--- config.mk ---
export PLATFORM = sky130hd
export DESIGN_NAME = sadc_serial_frame
export DESIGN_NICKNAME = d
export VERILOG_FILES = /design/src/rtl/sadc_pkg.sv /design/src/rtl/sadc_edge_det.sv /design/src/rtl/sadc_frame_shifter.sv /design/src/rtl/sadc_power_ctl.sv /design/src/rtl/sadc_serial_frame.sv
export SDC_FILE = /design/constraint.sdc
export NUM_CORES = 1
export LEC_CHECK = 0
export ABC_AREA = 0
export ABC_CLOCK_PERIOD_IN_PS = 2300
export CORE_ASPECT_RATIO = 0.6
export CORE_MARGIN = 2
export CORE_UTILIZATION = 52
export DETAILED_ROUTE_END_ITERATION = 8
export PLACE_DENSITY_LB_ADDON = 0.3
export SETUP_SLACK_MARGIN = 0.05
export SLEW_MARGIN = 20
export SYNTH_ARGS = -nofsm -noshare
export SYNTH_HDL_FRONTEND = slang
export SYNTH_SLANG_ARGS = --single-unit
--- constraint.sdc ---
create_clock -name clk_i -period 2.3 [get_ports clk_i]
set_clock_uncertainty 0.2 [all_clocks]
set_input_delay 0.23 -clock clk_i [delete_from_list [all_inputs] [get_ports clk_i]]
set_output_delay 0.23 -clock clk_i [all_outputs]
set_load 0.1 [all_outputs]
--- src/rtl/sadc_pkg.sv ---
package sadc_pkg;
  localparam int FRAME_LEN  = 16;
  localparam int LEAD_ZEROS = 2;
  localparam int CNT_W      = $clog2(FRAME_LEN + 1);
  // release window (falling-edge count) that forces powerdown
  localparam int PD_LO      = 2;
  localparam int PD_HI      = 9;
  // minimum falling edges in a frame that wakes the block
  localparam int WAKE_MIN   = 11;
endpackage

--- src/rtl/sadc_edge_det.sv ---
module sadc_edge_det (
  input  logic clk_i,
  input  logic rst_ni,
  input  logic cs_ni,
  input  logic sclk_i,
  output logic cs_fall_o,
  output logic cs_rise_o,
  output logic sclk_fall_o,
  output logic sclk_rise_o
);
  logic cs_q, sclk_q;

  always_ff @(posedge clk_i or negedge rst_ni) begin
    if (!rst_ni) begin
      cs_q   <= 1'b1;
      sclk_q <= 1'b1;
    end else begin
      cs_q   <= cs_ni;
      sclk_q <= sclk_i;
    end
  end

  assign cs_fall_o   = cs_q & ~cs_ni;
  assign cs_rise_o   = ~cs_q & cs_ni;
  // serial clock edges only count while selected
  assign sclk_fall_o = sclk_q & ~sclk_i & ~cs_ni;
  assign sclk_rise_o = ~sclk_q & sclk_i & ~cs_ni;
endmodule

--- src/rtl/sadc_frame_shifter.sv ---
module sadc_frame_shifter
  import sadc_pkg::*;
#(
  parameter int RES_W = 10
) (
  input  logic             clk_i,
  input  logic             rst_ni,
  input  logic             cs_fall_i,
  input  logic             cs_rise_i,
  input  logic             sclk_fall_i,
  input  logic             sclk_rise_i,
  input  logic [RES_W-1:0] result_i,
  output logic             sdo_o,
  output logic             sdo_en_o,
  output logic             converting_o,
  output logic             conv_end_o,
  output logic [CNT_W-1:0] fall_cnt_o
);
  localparam int PAD_W    = FRAME_LEN - LEAD_ZEROS - RES_W;
  localparam int END_FALL = LEAD_ZEROS + RES_W - 1;

  logic [FRAME_LEN-1:0] shreg_q;
  logic [CNT_W-1:0]     cnt_q;
  logic                 en_q, conv_q;

  assign conv_end_o = sclk_rise_i & conv_q & (cnt_q >= CNT_W'(END_FALL));

  always_ff @(posedge clk_i or negedge rst_ni) begin
    if (!rst_ni) begin
      shreg_q <= '0;
      cnt_q   <= '0;
      en_q    <= 1'b0;
      conv_q  <= 1'b0;
    end else if (cs_fall_i) begin
      shreg_q <= {{LEAD_ZEROS{1'b0}}, result_i, {PAD_W{1'b0}}};
      cnt_q   <= '0;
      en_q    <= 1'b1;
      conv_q  <= 1'b1;
    end else if (cs_rise_i) begin
      en_q   <= 1'b0;
      conv_q <= 1'b0;
    end else begin
      if (sclk_fall_i && cnt_q < CNT_W'(FRAME_LEN)) begin
        shreg_q <= {shreg_q[FRAME_LEN-2:0], 1'b0};
        cnt_q   <= cnt_q + 1'b1;
        if (cnt_q == CNT_W'(FRAME_LEN - 1)) en_q <= 1'b0;
      end
      if (conv_end_o) conv_q <= 1'b0;
    end
  end

  assign sdo_o        = en_q & shreg_q[FRAME_LEN-1];
  assign sdo_en_o     = en_q;
  assign converting_o = conv_q;
  assign fall_cnt_o   = cnt_q;

  p_cnt_bound_r4: assert property (@(posedge clk_i) disable iff (!rst_ni)
    cnt_q <= CNT_W'(FRAME_LEN));
  p_lead_zero_r3: assert property (@(posedge clk_i) disable iff (!rst_ni)
    $rose(en_q) |-> !sdo_o);
  p_conv_end_late_r5: assert property (@(posedge clk_i) disable iff (!rst_ni)
    $fell(conv_q) |-> ($past(cs_rise_i) || $past(cnt_q) >= CNT_W'(END_FALL)));
endmodule

--- src/rtl/sadc_power_ctl.sv ---
module sadc_power_ctl
  import sadc_pkg::*;
#(
  parameter int WAKE_FRAMES = 3
) (
  input  logic             clk_i,
  input  logic             rst_ni,
  input  logic             cs_fall_i,
  input  logic             cs_rise_i,
  input  logic             conv_end_i,
  input  logic [CNT_W-1:0] fall_cnt_i,
  output logic             sample_o,
  output logic             acquiring_o,
  output logic             powered_down_o,
  output logic             warming_o,
  output logic             data_valid_o
);
  localparam int WK_W = $clog2(WAKE_FRAMES + 1);

  logic            pd_q, acq_q, ok_q, valid_q, sample_q;
  logic [WK_W-1:0] wake_q;

  always_ff @(posedge clk_i or negedge rst_ni) begin
    if (!rst_ni) begin
      pd_q     <= 1'b0;
      acq_q    <= 1'b1;
      ok_q     <= 1'b0;
      valid_q  <= 1'b0;
      sample_q <= 1'b0;
      wake_q   <= '0;
    end else begin
      valid_q  <= 1'b0;
      sample_q <= cs_fall_i;
      if (cs_fall_i) begin
        acq_q <= 1'b0;
        ok_q  <= acq_q & ~pd_q & (wake_q == '0);
      end
      if (conv_end_i) begin
        acq_q   <= 1'b1;
        valid_q <= ok_q;
        if (!pd_q && wake_q != '0) wake_q <= wake_q - 1'b1;
      end
      if (cs_rise_i) begin
        if (fall_cnt_i >= CNT_W'(PD_LO) && fall_cnt_i <= CNT_W'(PD_HI)) begin
          pd_q   <= 1'b1;
          wake_q <= '0;
        end else if (pd_q && fall_cnt_i >= CNT_W'(WAKE_MIN)) begin
          pd_q   <= 1'b0;
          wake_q <= WK_W'(WAKE_FRAMES - 1);
        end
      end
    end
  end

  assign sample_o       = sample_q;
  assign acquiring_o    = acq_q;
  assign powered_down_o = pd_q;
  assign warming_o      = wake_q != '0;
  assign data_valid_o   = valid_q;

  p_no_valid_in_pd_r6: assert property (@(posedge clk_i) disable iff (!rst_ni)
    pd_q |-> !valid_q);
  p_valid_pulse_r6: assert property (@(posedge clk_i) disable iff (!rst_ni)
    valid_q |=> !valid_q);
  p_pd_on_release_r8: assert property (@(posedge clk_i) disable iff (!rst_ni)
    $rose(pd_q) |-> $past(cs_rise_i));
  p_wake_bound_r10: assert property (@(posedge clk_i) disable iff (!rst_ni)
    wake_q <= WK_W'(WAKE_FRAMES - 1));
endmodule

--- src/rtl/sadc_serial_frame.sv ---
module sadc_serial_frame
  import sadc_pkg::*;
#(
  parameter int RES_W       = 10,
  parameter int WAKE_FRAMES = 3
) (
  input  logic             clk_i,
  input  logic             rst_ni,
  input  logic             cs_ni,
  input  logic             sclk_i,
  input  logic [RES_W-1:0] result_i,
  output logic             sample_o,
  output logic             sdo_o,
  output logic             sdo_en_o,
  output logic             converting_o,
  output logic             acquiring_o,
  output logic             powered_down_o,
  output logic             warming_o,
  output logic             data_valid_o
);
  logic             cs_fall, cs_rise, sclk_fall, sclk_rise, conv_end;
  logic [CNT_W-1:0] fall_cnt;

  sadc_edge_det u_edge (
    .clk_i, .rst_ni, .cs_ni, .sclk_i,
    .cs_fall_o(cs_fall), .cs_rise_o(cs_rise),
    .sclk_fall_o(sclk_fall), .sclk_rise_o(sclk_rise)
  );

  sadc_frame_shifter #(.RES_W(RES_W)) u_shift (
    .clk_i, .rst_ni,
    .cs_fall_i(cs_fall), .cs_rise_i(cs_rise),
    .sclk_fall_i(sclk_fall), .sclk_rise_i(sclk_rise),
    .result_i, .sdo_o, .sdo_en_o, .converting_o,
    .conv_end_o(conv_end), .fall_cnt_o(fall_cnt)
  );

  sadc_power_ctl #(.WAKE_FRAMES(WAKE_FRAMES)) u_pwr (
    .clk_i, .rst_ni,
    .cs_fall_i(cs_fall), .cs_rise_i(cs_rise),
    .conv_end_i(conv_end), .fall_cnt_i(fall_cnt),
    .sample_o, .acquiring_o, .powered_down_o, .warming_o, .data_valid_o
  );

  p_hiz_cs_high_r4: assert property (@(posedge clk_i) disable iff (!rst_ni)
    cs_ni |=> !sdo_en_o);
  p_valid_at_conv_end_r6: assert property (@(posedge clk_i) disable iff (!rst_ni)
    data_valid_o |-> (!converting_o && $past(converting_o) && acquiring_o));
  p_abort_no_acq_r11: assert property (@(posedge clk_i) disable iff (!rst_ni)
    (cs_rise && converting_o) |=> !acquiring_o);
endmodule

After elaboration in Yosys (flattened, before gate mapping):

Index checks and enable logic that the tools add are counted.

* register bits: 32
* logic and storage cells: 75

* order comparisons: 4
* mux-type cells: 23
* reductions and logical operators: 16
* add/subtract/negate cells: 2
* equality and inequality tests: 2
* bitwise logic cells: 16

Operator list (count)
* two-way mux 16 bit: 3
* two-way mux 5 bit: 3
* two-way mux 1 bit: 12
* AND 1 bit: 11
* two-way mux 2 bit: 5
* nonzero test 3 bit: 3
* nonzero test 2 bit: 4
* AND reduction 2 bit: 3
* adder 5 x 1 -> 5 bit (second input constant): 1
* equality test 5 x 4 -> 1 bit (second input constant): 1
* greater-or-equal comparator 5 x 2 -> 1 bit (second input constant): 1
* greater-or-equal comparator 5 x 4 -> 1 bit (second input constant): 1
* less-or-equal comparator 5 x 4 -> 1 bit (second input constant): 1
* less-than comparator 5 bit (second input constant): 1
* inverter 1 bit: 5
* logical AND 1 bit: 4
* logical NOT 2 bit: 1
* inequality test 2 x 1 -> 1 bit (second input constant): 1
* subtractor 2 x 1 -> 2 bit (second input constant): 1
* logical NOT 1 bit: 1

Logic depth before layout (Yosys ltp):

* depth after elaboration: 9
* mapped depth: 6
* gate-level depth less buffers: 6

By module:

A second synthesis with hierarchy kept.

* cell total of the unflattened synthesis: 122
* area total of the unflattened synthesis: 1392.6 µm²

Modules (own cells, without submodules)
* sadc_frame_shifter: instances 1, area each 958.4 µm², seq. area each 475.5 µm², cells each 87
* sadc_power_ctl: instances 1, area each 354.1 µm², seq. area each 176.4 µm², cells each 29
* sadc_edge_det: instances 1, area each 80.1 µm², seq. area each 52.6 µm², cells each 6

Worst setup path before layout:

OpenSTA, ideal clock, no wires.

* path kind: reg2out
* start: register u_shift.en_q, in the netlist u_shift.sdo_en_o
* end: output sdo_o
* path buffers: 0
* required time: 1.870 ns
* path slack: 0.096 ns
* cell stages (with the launch flop): 2
* arrival time: 1.774 ns
* cell sequence: dfrtp_1 and2_1

* cells in the longest elaborated chain, start to end: 1

Ends and longest elaborated chain
* from (decl): RTL line sadc_frame_shifter.sv:24 `logic en_q, conv_q;`
* from (signal assigned): RTL line sadc_frame_shifter.sv:32 `en_q <= 1'b0;`
* from (signal assigned): RTL line sadc_frame_shifter.sv:37 `en_q <= 1'b1;`
* from (signal assigned): RTL line sadc_frame_shifter.sv:40 `en_q <= 1'b0;`
* AND 1 bit: RTL line sadc_frame_shifter.sv:52 `assign sdo_o = en_q & shreg_q[FRAME_LEN-1];`
* to (decl): RTL line sadc_serial_frame.sv:13 `output logic sdo_o,`

Every way passes these cells.

Worst setup path after layout:

* start: register u_shift.cnt_q[1], in the netlist u_shift.fall_cnt_o[1]
* end: register u_pwr.valid_q, in the netlist u_pwr.data_valid_o

* cells in the longest elaborated chain, start to end: 3

Ends and longest elaborated chain
* from (decl): RTL line sadc_frame_shifter.sv:23 `logic [CNT_W-1:0] cnt_q;`
* from (signal assigned): RTL line sadc_frame_shifter.sv:45 `cnt_q <= cnt_q + 1'b1;`
* greater-or-equal comparator 5 x 4 -> 1 bit: RTL line sadc_frame_shifter.sv:26 `assign conv_end_o = sclk_rise_i & conv_q & (cnt_q >= CNT_W'(END_FALL));`
* AND 1 bit: RTL line sadc_frame_shifter.sv:26
* two-way mux 1 bit: RTL line sadc_power_ctl.sv:38 `if (conv_end_i) begin`
* to (signal assigned): RTL line sadc_power_ctl.sv:40 `valid_q <= ok_q;`
* to (decl): RTL line sadc_power_ctl.sv:20 `logic pd_q, acq_q, ok_q, valid_q, sample_q;`

Every way passes these cells.
A chain may end at the register's enable or synchronous reset.

==> flow_summary.toml <==
[synth]
synth_warnings = 0
ys_seq_area_frac = 0.509
synth.distinct_cells = 39
synth.avg_cell_area_um2 = 10.5
syn_inst = 132
yosys_register_bits = 28
synthesis.nets = 153
synth_area_mm2 = 0.00139

[clocking]
cts.repair.resized = 0
clockBufferDepth = 2
htreeDepth = 1
cts_tree = "done"
clk_pin_slew_ns = 0.10
ctsHoldBuffers = 0
cts_num_sinks = 28
cts_buffers = 3
post-cts-setup-buffers = 0
clkLatencyLatePin_ns = 0.28
cts_root_buf = "clkbuf_8"

[floorplan]
start_util = 0.549
die_y_um = 44.0
coreArea_mm2 = 0.00252
die_x_um = 70.6
dieArea_mm2 = 0.00311
ios = 22
core.rowCount = 14

[setup_path]
cp_cell_sequence = "ha_1 > a211o_2 > a21oi_2 > nor4b_1 > and3_1"
path_class = "flop to flop"
start_kind = "flop"
cp_slowest_cell = "nor4b_1"
cp.required_ns = 2.33
critPathMaxStageDelay_ns = 0.54
end_kind = "flop"
cp.arrival_ns = 1.95
cp_max_fo = 7

[timing]
setup_viol = 0
relSlewSlack = 0.599
whs_ns = 0.109
tightest_slew_ns = 0.593
slew_viol_final = 0
setup_ws_ns = 0.371
tns_ns = 0
fmax_mhz = 518
grt_setup_unrepaired = "no"
finalCritPeriodShare = 0.839
hold_viol = 0
period_minus_slack_ns = 1.93

[global_routing]
grt_max_degree = 29
grt_pass1_wl_mm = 4.40
first_global_vias = 975
grt_antenna_before_repair = 0
grt_use_total = 0.189
overflow = 0

[finish]
areaGrowthSynthToFinish_pct = 22.9
drive_above_1_share = 0.177
stdcell_count = 190
largest_reg_flops = 12
fin_util = 0.675
nFillCells = 198
finalNetCount = 180
top_register = "u_shift.shreg_q"
diodes = 0
final_area_mm2 = 0.00170
final_cell_mix = "dfrtp_1 (25), nand2_1 (22), o21ai_0 (15), buf_4 (14), clkdlybuf4s50_1 (13)"
layout_commonest_cell = "dfrtp_1"

[place]
placed_area_mm2 = 0.00163
port_buffers = 21
place_inst = 186
place_hpwl_mm = 1.85
place_ws_ns = 0.169
gp_congestion = 0.818

[drt]
firstDrtPassIters = 4
wl_mm = 2.55
wire_per_inst_um = 13.4
ant_nets = 0
via_count = 1017
remaining_drc_errors = 0
drtIter0Drc = 24
vias_per_cell = 5.35

[outcome]
status = "completed"

[worst_hold_path]
min_path_type = "input pin to asynchronous set/reset pin"

[power_and_ir_drop]
finalPower_mw = 1.75
ir_drop_mv = 0.515
power_density_mw_per_mm2 = 1030
p_leak_nw = 0.770

[run]
cap_violations = 0
[kinds of logic (layout without fill, tap and decap cells)]
logic type | Yosys count | after routing | synth area share
buffers and inverters | 15 | 41 | 0.0479
DFF | 28 | 28 | 0.509
muxes | 11 | 11 | 0.0804
and+or+nand+nor | 41 | 41 | 0.157
adders and majority gates | 7 | 7 | 0.0632
AOI/OAI and AO/OA | 30 | 30 | 0.143
[routing by layer]
layer	GRT usage	vias up	part of all wire
li1	-	511	-
met1	0.245	483	0.50
met2	0.311	18	0.44
met3	0.0581	5	0.043
met4	0.0566	0	0.011
met5	0	-	0
[final timing paths]
path                       cells past startpoint  slack (ns)                              start                         endpoint
hold / removal                                 2        0.11                             rst_ni  u_shift.shreg_q[12]$_DFFE_PN0P_
hold reg to reg                                2        0.28     u_shift.shreg_q[7]$_DFFE_PN0P_   u_shift.shreg_q[7]$_DFFE_PN0P_
setup / recovery                               5        0.37  u_shift.fall_cnt_o[1]$_DFFE_PN0P_     u_pwr.data_valid_o$_DFF_PN0_
setup reg to reg                               5        0.37  u_shift.fall_cnt_o[1]$_DFFE_PN0P_     u_pwr.data_valid_o$_DFF_PN0_
max in group asynchronous                      2        1.48                             rst_ni            u_edge.cs_q$_DFF_PN1_
min in group clk_i                             1        0.24                             sclk_i          u_edge.sclk_q$_DFF_PN1_
[where the power goes]
part,switching (mW),internal (mW)
Clock,0.156,0.233
Combinational,0.416,0.217
Sequential,0.111,0.615
[Yosys cell counts, drive strengths merged]
cell type / number / area share
mux2i: 10 / 0.072
nor3b: 1 / 0.0054
nor4: 1 / 0.0045
nand3: 1 / 0.0036
dfrtp: 25 / 0.45
and4bb: 1 / 0.0090
or3: 2 / 0.0090
o31ai: 2 / 0.011
o21ai: 15 / 0.054
dfstp: 3 / 0.057
buf: 4 / 0.018
and2: 2 / 0.0090
o21a: 1 / 0.0054
and3: 2 / 0.0099
a211o: 2 / 0.014
nand2: 22 / 0.060
ha: 7 / 0.063
nor4b: 3 / 0.023
nand4b: 1 / 0.0063
o21bai: 1 / 0.0081
a311o: 1 / 0.0072
mux2: 1 / 0.0081
inv: 10 / 0.027
a22oi: 1 / 0.0054
o32ai: 1 / 0.0063
a2111oi: 1 / 0.0063
clkbuf: 1 / 0.0027
nand2b: 2 / 0.0090
a22o: 1 / 0.0063
a21oi: 3 / 0.014
a211oi: 1 / 0.0054
nor2: 3 / 0.0081
[critical path, delay by kind of cell, from the launching register on]
kind / cells / cell delay (ns)
simple gates: 2 / 0.77
compound gates: 2 / 0.20
fa+ha+maj: 1 / 0.24
flops: 1 / 0.47
[area by class of cell]
class	instances	area (um2)	share of cell area
clock buffers	3	41.3	0.0242
clock inverters	1	30.0	0.0176
inverters	10	37.5	0.0220
multi-input cells	89	614	0.361
flip-flops and latches	28	704	0.414
well taps	32	40.0	0.0235
repair buffers	27	235	0.138
(Power assumes the default switching activity.)
